$ cat config.mk
export PLATFORM = sky130hd
export DESIGN_NAME = wpol_supervisor
export DESIGN_NICKNAME = d
export VERILOG_FILES = /design/src/rtl/wps_pkg.sv /design/src/rtl/wps_persist.sv /design/src/rtl/wps_sticky.sv /design/src/rtl/wps_write_path.sv /design/src/rtl/wpol_supervisor.sv
export SDC_FILE = /design/constraint.sdc
export NUM_CORES = 1
export LEC_CHECK = 0
export BUFFER_PORTS_ARGS = -buffer_cell sky130_fd_sc_hd__clkbuf_2
export CORE_ASPECT_RATIO = 0.8
export CORE_UTILIZATION = 35
export CTS_CLUSTER_SIZE = 8
export DETAILED_ROUTE_END_ITERATION = 10
export PLACE_DENSITY = 0.62
export REMOVE_ABC_BUFFERS = 1
export SLEW_MARGIN = 5
export SYNTH_ARGS = -nofsm -noshare
export SYNTH_HDL_FRONTEND = slang
export SYNTH_SLANG_ARGS = --single-unit
$ cat constraint.sdc
create_clock -name clk -period 2.15 [get_ports clk]
set_input_delay 0.5375 -clock clk [delete_from_list [all_inputs] [get_ports clk]]
set_output_delay 0.5375 -clock clk [all_outputs]
set_load 0.05 [all_outputs]
$ cat src/rtl/wps_pkg.sv
// Shared definitions for the write polarity and supply supervisor.
package wps_pkg;
    typedef enum logic {
        WM_TOGGLE = 1'b0,
        WM_LEVEL  = 1'b1
    } wmode_e;

    localparam int RAIL_N  = 2;
    localparam int RAIL_5  = 0;
    localparam int RAIL_12 = 1;

    localparam int FLAG_N      = 3;
    localparam int FLAG_F5     = 0;
    localparam int FLAG_F12    = 1;
    localparam int FLAG_UNSAFE = 2;
endpackage

$ cat src/rtl/wps_persist.sv
// Persistence filter: qual rises once ind has been sampled high on CYCLES
// consecutive clocks and stays high while ind stays high.
// Assumes ind is synchronous to clk. A sampled low restarts the count.
module wps_persist #(
    parameter int CYCLES = 24
) (
    input  logic clk,
    input  logic rst_n,
    input  logic ind,
    output logic qual
);
    localparam int CW = $clog2(CYCLES + 1);
    localparam logic [CW-1:0] LIMIT = CW'(CYCLES);

    logic [CW-1:0] run_q;

    // Count consecutive high samples, saturating at the limit.
    always_ff @(posedge clk) begin
        if (!rst_n)              run_q <= '0;
        else if (!ind)           run_q <= '0;
        else if (run_q != LIMIT) run_q <= run_q + 1'b1;
    end

    assign qual = (run_q == LIMIT);

    p_run_before_qual_r6: assert property (@(posedge clk) disable iff (!rst_n)
        qual |-> $past(ind));
    p_drop_clears_r6: assert property (@(posedge clk) disable iff (!rst_n)
        !ind |=> !qual);
endmodule

$ cat src/rtl/wps_sticky.sv
// Sticky event flag: set by set, cleared by ack. Set wins over ack in the
// same cycle. Assumes both inputs are synchronous to clk.
module wps_sticky (
    input  logic clk,
    input  logic rst_n,
    input  logic set,
    input  logic ack,
    output logic flag
);
    logic flag_q;

    // Hold the flag until acknowledged; a new event takes priority.
    always_ff @(posedge clk) begin
        if (!rst_n)   flag_q <= 1'b0;
        else if (set) flag_q <= 1'b1;
        else if (ack) flag_q <= 1'b0;
    end

    assign flag = flag_q;

    p_hold_until_ack_r8: assert property (@(posedge clk) disable iff (!rst_n)
        (flag && !ack) |=> flag);
    p_set_beats_ack_r11: assert property (@(posedge clk) disable iff (!rst_n)
        set |=> flag);
endmodule

$ cat src/rtl/wps_write_path.sv
// Write enable and polarity generator. The enable is registered from the
// gate and the 5 V block signal. The polarity inverts on a decoded data
// event and is forced to 0 while the enable is low.
// Assumes wdata, gate_n and mode are synchronous to clk.
module wps_write_path
    import wps_pkg::*;
(
    input  logic clk,
    input  logic rst_n,
    input  logic gate_n,
    input  logic block,
    input  logic wdata,
    input  logic mode,
    output logic wr_en,
    output logic pol
);
    logic wr_en_q;
    logic prev_q;
    logic pol_q;
    logic evt;

    // Register the write enable from gate and supply block.
    always_ff @(posedge clk) begin
        if (!rst_n) wr_en_q <= 1'b0;
        else        wr_en_q <= !gate_n && !block;
    end

    // Keep last sampled data bit for edge decoding.
    always_ff @(posedge clk) begin
        if (!rst_n) prev_q <= 1'b0;
        else        prev_q <= wdata;
    end

    // Decode a polarity event for the selected coding.
    always_comb begin
        if (mode == WM_LEVEL) evt = wdata ^ prev_q;
        else                  evt = prev_q & ~wdata;
    end

    // Invert polarity on an event while writing, else park at 0.
    always_ff @(posedge clk) begin
        if (!rst_n)        pol_q <= 1'b0;
        else if (!wr_en_q) pol_q <= 1'b0;
        else if (evt)      pol_q <= ~pol_q;
    end

    assign wr_en = wr_en_q;
    assign pol   = pol_q;

    p_idle_pol_low_r5: assert property (@(posedge clk) disable iff (!rst_n)
        !wr_en |=> !pol);
    p_rise_ignored_r3: assert property (@(posedge clk) disable iff (!rst_n)
        (wr_en && mode == WM_TOGGLE && !(prev_q && !wdata)) |=> $stable(pol));
    p_level_change_r4: assert property (@(posedge clk) disable iff (!rst_n)
        (wr_en && mode == WM_LEVEL && (wdata != prev_q)) |=> (pol != $past(pol)));
endmodule

$ cat src/rtl/wpol_supervisor.sv
// Top level: write polarity generation gated by the write gate and the
// 5 V supply state, two rail persistence filters and three sticky flags.
// Assumes every input is synchronous to clk. QUAL_CYCLES is the persistence
// window in clocks.
module wpol_supervisor
    import wps_pkg::*;
#(
    parameter int QUAL_CYCLES = 24
) (
    input  logic clk,
    input  logic rst_n,
    input  logic wgate_n,
    input  logic wdata,
    input  logic wmode,
    input  logic lv5_low,
    input  logic lv12_low,
    input  logic unsafe_raw,
    input  logic flag_ack,
    output logic wr_pol,
    output logic wr_active,
    output logic sys_rst_n,
    output logic fail5_flag,
    output logic fail12_flag,
    output logic unsafe_flag
);
    logic [RAIL_N-1:0] rail_ind;
    logic [RAIL_N-1:0] rail_qual;
    logic [FLAG_N-1:0] flag_set;
    logic [FLAG_N-1:0] flag_q;
    logic              wr_en;

    assign rail_ind[RAIL_5]  = lv5_low;
    assign rail_ind[RAIL_12] = lv12_low;

    // One persistence filter per supply rail.
    for (genvar i = 0; i < RAIL_N; i++) begin : g_rail
        wps_persist #(.CYCLES(QUAL_CYCLES)) u_persist (
            .clk  (clk),
            .rst_n(rst_n),
            .ind  (rail_ind[i]),
            .qual (rail_qual[i])
        );
    end

    wps_write_path u_wpath (
        .clk   (clk),
        .rst_n (rst_n),
        .gate_n(wgate_n),
        .block (rail_qual[RAIL_5]),
        .wdata (wdata),
        .mode  (wmode),
        .wr_en (wr_en),
        .pol   (wr_pol)
    );

    // Flag set sources: both rails and the writing-qualified unsafe input.
    always_comb begin
        flag_set              = '0;
        flag_set[FLAG_F5]     = rail_qual[RAIL_5];
        flag_set[FLAG_F12]    = rail_qual[RAIL_12];
        flag_set[FLAG_UNSAFE] = unsafe_raw && wr_en;
    end

    for (genvar f = 0; f < FLAG_N; f++) begin : g_flag
        wps_sticky u_sticky (
            .clk  (clk),
            .rst_n(rst_n),
            .set  (flag_set[f]),
            .ack  (flag_ack),
            .flag (flag_q[f])
        );
    end

    assign wr_active   = wr_en;
    assign sys_rst_n   = !rail_qual[RAIL_5];
    assign fail5_flag  = flag_q[FLAG_F5];
    assign fail12_flag = flag_q[FLAG_F12];
    assign unsafe_flag = flag_q[FLAG_UNSAFE];

    p_fail5_blocks_write_r7: assert property (@(posedge clk) disable iff (!rst_n)
        !sys_rst_n |=> !wr_active);
    p_unsafe_idle_r10: assert property (@(posedge clk) disable iff (!rst_n)
        (!wr_active && !unsafe_flag) |=> !unsafe_flag);
    p_rail12_no_reset_r9: assert property (@(posedge clk) disable iff (!rst_n)
        !lv5_low |=> sys_rst_n);
endmodule

# Word level (Yosys, flattened, before mapping)
# Index checks and enable logic that the tools add are counted.
# word_totals
ff_bits,16
output_inout_bits,6
elab_cells,33
# op_classes
n_addsub,2
eq_ne,4
mux,5
bitwise,4
reduce_logical,10
# ops
operator,n
"5-bit by 1-bit adder with 5-bit output, second input constant",2
"5-bit equality test, second input constant",2
"5-bit inequality test, second input constant",2
2-bit AND reduction,3
2-bit nonzero test,3
1-bit two-way mux,5
1-bit logical AND,2
1-bit logical NOT,2
1-bit NOT,2
1-bit AND,1
1-bit bitwise XOR,1

# Depth between registers and ports, before layout
# Gate-level depths: netlist of run 1.
# logic_depth
word_depth,3
mapped_depth,5
ltp_nobuf,5

# By module
# A second synthesis of run 1 with hierarchy kept.
# hier_totals
cells_unflattened,83
area_unflattened_um2,824.5
# modules_own_cells
mod,n_inst,cells_per_inst,area_each_um2,seq_area_each_um2
wps_persist,2,30,277.8,100.1
wps_write_path,1,12,135.1,60.1
wps_sticky,3,3,41.3,20.0
wpol_supervisor,1,2,10.0,0.0

# Worst setup path before layout of run 1
# Ideal clock, no wire load.
# synth_timing
path_kind,flip-flop to output port
startpoint,reg g_rail[0].u_persist.run_q[0]
endpoint,out sys_rst_n
arrival_ns,0.841
setup_slack_ns,0.772
stages_incl_launch_ff,4
path_buffers,0
path_cell_list,dfxtp_1 -> inv_1 -> ha_1 -> nand4b_4
# synth_between
elab_chain_len,2
# synth_lines
item,line_no,rtl
start: declaration,wps_persist.sv:15,logic [CW-1:0] run_q;
start signal: assignment,wps_persist.sv:21,else if (run_q != LIMIT) run_q <= run_q + 1'b1;
5-bit equality test,wps_persist.sv:24,assign qual = (run_q == LIMIT);
1-bit logical NOT,wpol_supervisor.sv:75,assign sys_rst_n = !rail_qual[RAIL_5];
end: declaration,wpol_supervisor.sv:21,"output logic sys_rst_n,"
# No other way between the ends.

# Final worst setup path of run 1
# Ends and elaborated chain as after synthesis.

==> results.md, run 1 <==
* Residual DRC count at 2
* Die Y at 42.2 µm
* RD Place Congestion at 0.649
* Worst-path fanout max at 6
* Req. time, crit path at 1.61 ns
* Final nets at 103
* Worst reg-to-reg path cell count at 5
* Total core area at 1890 µm²
* Final Cycle Share at 89.6%
* CTS max path bufs at 2
* Worst Tran Pin Value at 0.282 ns
* Min cycle time layout at 1.93 ns
* Final clock skew at 0.00726 ns
* Number of synthesized flops with an enable pin at 0
* Hold depth at 3
* Row count at 14
* Cts hold-fix bufs at 0
* Mean cell area of the mapped netlist at 10.1 µm²
* Number of vias per cell at 4.55
* Max Freq at 519 MHz
* Warnings from Yosys at 0
* FFs w/ async S/R, synth at 0%
* Starting Density at 37.3%
* Hold path start: unsafe_raw
* Die Area at 2200 µm²
* Fin. max-slew vios at 0
* Global Route Usage Sum at 11.7%
* H-tree depth at 1
* Clk_lat worst skew at 0.28 ns
* Worst setup SP type: flop
* FILL cells at 186
* Rel. slew slack at 81.3%
* Max VDD drop at 0.252 mV
* Pwr per Cell Area at 607 nW/µm²
* Reg2reg setup slack at 0.98 ns
* # Post-CTS Setup Buffers at 0
* Port bufs at 14
* Fin util at 43.8%
* Max-cap check violation count at 0
* Vias in the first global route at 489
* Global route overflow at 0
* Pleak at 0.387 nW
* DP Wirelength at 870 µm
* CP Capture Type: primary output
* Worst min-delay path category: input port to flop
* CTS tree: done
* Post-route ant nets at 0
* Post-CTS resize count at 0
* First-pass GRT wire length at 1.82 mm
* Initial detailed-routing violation count at 11
* Critical register-to-register path startpoint: g_rail[0].u_persist.run_q[0]
* Crit Path Category: flop to primary output
* Router iterations before antenna repair at 7
* Register area share after synthesis at 45.4%
* Initial antenna violation count at 0
* Drt wl/cell at 9.87 µm
* Hold Violations, Final at 0
* Die width at 52.2 µm
* Mapped cell area at 706 µm²
* Crit path arrival time at 1.39 ns
* Final setup viols at 0
* Layout area overhead at 17.4%
* Total number of vias at 505
* RSZ-0062 raised after global routing: no
* Hold Path Sink: g_flag[2].u_sticky.flag
* Largest net degree at the start of global routing at 9
* CTS buffer count at 3
* Worst r2r dst: g_rail[0].u_persist.run_q[1]
* Io pins at 15
* Sum Neg Setup Slack at 0 ns
* Clock root cell: clkbuf_4
* Final total power at 503 µW
* Routed wire length at 1.10 mm
* Cells after Synth at 70
* Synth cell types at 18
* Violated checks: DRC
* Status: finished with violations
* Layout cells sized above 1 at 23.0%
* Clk pin slew, worst setup/hold paths at 0.09 ns
* Post-synth top flop: dfxtp_1
* Register bit count reported by yosys at 16
* N_diodes at 0
* Clock Sink Count at 16
[report_power, final]
part | switching (mW) | total [mW] | internal (mW)
clock network | 0.0836 | 0.148 | 0.0649
registers | 0.00544 | 0.308 | 0.303
logic | 0.0260 | 0.0460 | 0.0200
[cells in the mapped netlist, types with 2 or more instances]
cell type | count | share of area (%)
xor2_1 | 6 | 7.4
nand4b_4 | 2 | 6.7
dfxtp_1 | 16 | 45
ha_1 | 5 | 8.9
mux2i_1 | 2 | 2.8
inv_1 | 5 | 2.7
nand2b_1 | 3 | 2.7
nor2_1 | 10 | 5.3
nand3_1 | 4 | 2.8
a21boi_0 | 3 | 3.2
nor2b_1 | 2 | 1.8
xnor2_1 | 2 | 2.5
nand2_1 | 5 | 2.7
[through the flow]
stage / hold slack, ns / instance area, µm² / std cells / worst slack [ns]
final: 0.484 / 828 / 111 / 0.224
after global routing: 0.482 / 828 / 111 / 0.155
after CTS: 0.482 / 828 / 111 / 0.202
after detailed placement: 0.477 / 806 / 108 / 0.523
after global placement: 0.468 / 806 / 108 / 0.558
after floorplan: 0.510 / 706 / 70 / 0.772
[final cells by class]
type,instances,area [µm²],area share (%)
Clock buffer,3,22.5,2.72
Inverter,5,18.8,2.27
Multi-Input combinational cell,49,367,44.3
Sequential cell,16,320,38.7
Tap cell,24,30.0,3.63
Timing Repair Buffer,14,70.1,8.46
[critical path, cell delays in order (launching register included)]
cell and delay [ns]:
dfxtp_1 0.40, inv_1 0.06, ha_1 0.23, nand4b_4 0.13, clkbuf_2 0.29
[registers in the layout, indices dropped and copies added, names as in the netlist]
signal,flops
g_rail.u_persist.run_q,10
g_flag.u_sticky.flag,3
u_wpath.pol,1
u_wpath.prev_q,1
u_wpath.wr_en,1
[logic make-up (layout without fill, tap and decap cells)]
| family | Yosys count | count (layout) | synth area share, % |
|---|---|---|---|
| AND/OR/NAND/NOR | 30 | 30 | 26.4 |
| XOR/XNOR | 8 | 8 | 9.93 |
| AO/OA/AOI/OAI | 4 | 4 | 3.90 |
| multiplexers | 2 | 2 | 2.84 |
| buffers and inverters | 5 | 22 | 2.66 |
| flip-flops | 16 | 16 | 45.4 |
| adder cells (fa/ha/maj) | 5 | 5 | 8.87 |
[how the worst max path moves through the flow]
| stage | from | end | slack [ns] | cells after the start |
|---|---|---|---|---|
| after floorplan | g_rail[0].u_persist.run_q[0] | sys_rst_n | 0.77 | 3 |
| after global placement | g_rail[0].u_persist.run_q[0] | sys_rst_n | 0.56 | 4 |
| after detailed placement | g_rail[0].u_persist.run_q[0] | sys_rst_n | 0.52 | 4 |
| after CTS | g_rail[0].u_persist.run_q[0] | sys_rst_n | 0.20 | 4 |
| after global routing | g_rail[0].u_persist.run_q[0] | sys_rst_n | 0.16 | 4 |
| final | g_rail[0].u_persist.run_q[0] | sys_rst_n | 0.22 | 4 |
[metal layers]
metal	vias up	track usage, %	share of wire, %
met5	-	0	0
met3	0	4.71	4.7
met1	228	11.6	47
met4	0	7.89	0
li1	265	-	-
met2	12	19.7	49
[placed cells by master, fill, tap and decap left out]
master	count
nand2b_1	3
dfxtp_1	16
mux2i_1	2
inv_1	5
nor3_1	1
and3b_2	1
nor2_1	10
and2_1	1
nand2_1	5
clkbuf_4	3
xor2_1	6
nand4b_4	2
ha_1	5
a21boi_0	3
nand3_1	4
o21ai_1	1
and4b_1	1
clkbuf_2	14
nor2b_1	2
xnor2_1	2
Note: power is estimated with default switching activity, not from simulation.
==> run 2: changes to the inputs <==
--- a/config.mk
+++ b/config.mk
@@ -10,6 +10,7 @@
 export CORE_UTILIZATION = 35
 export CTS_CLUSTER_SIZE = 8
 export DETAILED_ROUTE_END_ITERATION = 10
+export GPL_ROUTABILITY_DRIVEN = 0
 export PLACE_DENSITY = 0.62
 export REMOVE_ABC_BUFFERS = 1
 export SLEW_MARGIN = 5
==> constraint.sdc (replaced) <==
create_clock -name clk -period 1.9 [get_ports clk]
set_input_delay 0.475 -clock clk [delete_from_list [all_inputs] [get_ports clk]]
set_output_delay 0.475 -clock clk [all_outputs]
set_load 0.05 [all_outputs]
==> run 2 against run 1 <==
Against the previous run: the flow still finishes with violations (DRC); sequential share of layout area decreased by 0.12 points; clock power increased by 14%; flip-flop and latch count unchanged; clock-buffer cell count unchanged; final area increased by 0.30%; wire length decreased by 1.0%.
==> results.md, run 2 (synthesis gave the netlist of run 1 again) <==
* Die Area at 2200 µm² (unchanged)
* Req. time, crit path at 1.42 ns (-0.19 ns)
* Min cycle time layout at 1.82 ns
* Worst setup SP type: flop
* Post-route ant nets at 0 (unchanged)
* Violated checks: DRC
* Residual DRC count at 2 (unchanged)
* Largest net degree at the start of global routing at 9 (unchanged)
* Total number of vias at 501 (-0.79%)
* Worst min-delay path category: input port to flop
* RSZ-0062 raised after global routing: no
* Hold Violations, Final at 0 (unchanged)
* # Post-CTS Setup Buffers at 0 (unchanged)
* Die Y at 42.2 µm (unchanged)
* First-pass GRT wire length at 1.82 mm (unchanged)
* Rel. slew slack at 81.3% (about the same)
* Delay-heaviest family, CP: flip-flops
* Area of the multi-input gates at 367 µm² (unchanged)
* Initial detailed-routing violation count at 10 (-1)
* Max-cap check violation count at 0 (unchanged)
* Crit path arrival time at 1.34 ns (-0.05 ns)
* Status: finished with violations
* N_diodes at 0 (unchanged)
* Max VDD drop at 0.285 mV (+13%)
* Worst Tran Pin Value at 0.282 ns (-0.000000358 ns)
* CTS buffer count at 3 (unchanged)
* Reg area at 320 µm² (unchanged)
* Routed wire length at 1.09 mm (-1.0%)
* Register bank with the most flops: g_rail.u_persist.run_q
* CTS max path bufs at 2 (unchanged)
* Pre-CTS worst setup slack at 0.336 ns (-0.188 ns)
* Final nets at 103 (unchanged)
* Worst path cell trace: inv_1, ha_1, nand4b_4, clkbuf_4
* Row count at 14 (unchanged)
* Fin util at 43.9% (+0.13 points)
* Pleak at 0.388 nW (+0.17%)
* Max Freq at 550 MHz
* Worst Slack Setup Final at 0.0830 ns (-0.141 ns)
* Sum Neg Setup Slack at 0 ns (unchanged)
* Number of vias per cell at 4.51 (-0.79%)
* Die width at 52.2 µm (unchanged)
* Crit Path Category: flop to primary output
* Clock root cell: clkbuf_4
* FILL cells at 184 (-1.1%)
* Pwr per Cell Area at 685 nW/µm² (+13%)
* Global Route Usage Sum at 11.7% (unchanged)
* Router iterations before antenna repair at 6 (-1)
* H-tree depth at 1 (unchanged)
* Final clock skew at 0.00747 ns (+0.000213 ns)
* Clk pin slew, worst setup/hold paths at 0.09 ns (about the same)
* Io pins at 15 (unchanged)
* Clk_lat worst skew at 0.28 ns (about the same)
* Initial antenna violation count at 0 (unchanged)
* Layout area overhead at 17.7%
* Total core area at 1890 µm² (unchanged)
* Crit path max-delay cell type: dfxtp_1
* CP Capture Type: primary output
* Most frequent cells in the layout: dfxtp_1 (16), clkbuf_2 (13), nor2_1 (10), xor2_1 (6)
* Vias in the first global route at 489 (unchanged)
* Max FFs per register at 10 (unchanged)
* Clock Sink Count at 16 (unchanged)
* Most common cell after layout, fill and taps aside: dfxtp_1
* CTS tree: done
* Critical path's largest stage delay at 0.40 ns (about the same)
* DP Wirelength at 870 µm (unchanged)
* Final Cycle Share at 95.6%
* Worst-path fanout max at 6 (unchanged)
* Buf/Inv on CP at 2 (unchanged)
* Drt wl/cell at 9.77 µm (-1.0%)
* Final setup viols at 0 (unchanged)
* Starting Density at 37.3% (unchanged)
* Global route overflow at 0 (unchanged)
* Port bufs at 14 (unchanged)
* Layout cells sized above 1 at 23.0% (unchanged)
* Fin. max-slew vios at 0 (unchanged)
-- run 2: changes by cell type in the layout (fill, tap and decap cells not counted) --
cell      change
clkbuf_4      +1
clkbuf_2      -1
-- run 2: final timing paths --
path                                      from                      endpoint  slack (ns)  cells after the start
setup reg to reg  g_rail[0].u_persist.run_q[0]  g_rail[0].u_persist.run_q[1]        0.73                      5
setup / recovery  g_rail[0].u_persist.run_q[0]                     sys_rst_n        0.08                      4
hold reg to reg        g_flag[1].u_sticky.flag       g_flag[1].u_sticky.flag        0.48                      2
hold / removal                      unsafe_raw       g_flag[2].u_sticky.flag        0.42                      3
-- run 2: cell type report --
type / instances / area share, %
multi-input combinational: 49 / 44.1
tap: 24 / 3.61
inverter: 5 / 2.26
clock buffer: 3 / 2.71
timing repair buffer: 14 / 8.73
sequential: 16 / 38.6
-- run 2: stage by stage --
stage	hold slack [ns]	instance area, µm²	cells	total power, mW
final	0.422	831	111	0.569
after global routing	0.420	831	111	0.604
after CTS	0.420	828	111	0.580
after detailed placement	0.477	806	108	0.410
after global placement	0.468	806	108	0.408
after floorplan	0.510	706	70	0.391
-- run 2: worst register-to-register path: stages (launching register included) --
cell and delay [ns]:
dfxtp_1 0.40, inv_1 0.06, ha_1 0.23, nand4b_4 0.13, mux2i_1 0.20, nor2_1 0.05
-- run 2: report_power, final --
group	total, mW	switching [mW]	leakage, nW	internal (mW)
registers	0.349	0.00616	0.130	0.343
logic	0.0519	0.0293	0.244	0.0226
clock network	0.168	0.0943	0.0138	0.0734
-- run 2: repair_timing --
item,4_1_cts,5_1_grt
setup endpoints to repair,0,1
resized for setup,0,2
hold buffers,0,0
-- run 2: per-layer routing --
metal | global-route usage, % | part of all wire (%) | up-vias
li1 | - | - | 265
met1 | 11.6 | 47 | 224
met2 | 19.7 | 49 | 12
met3 | 4.71 | 4.7 | 0
met4 | 7.89 | 0 | 0
met5 | 0 | 0 | -
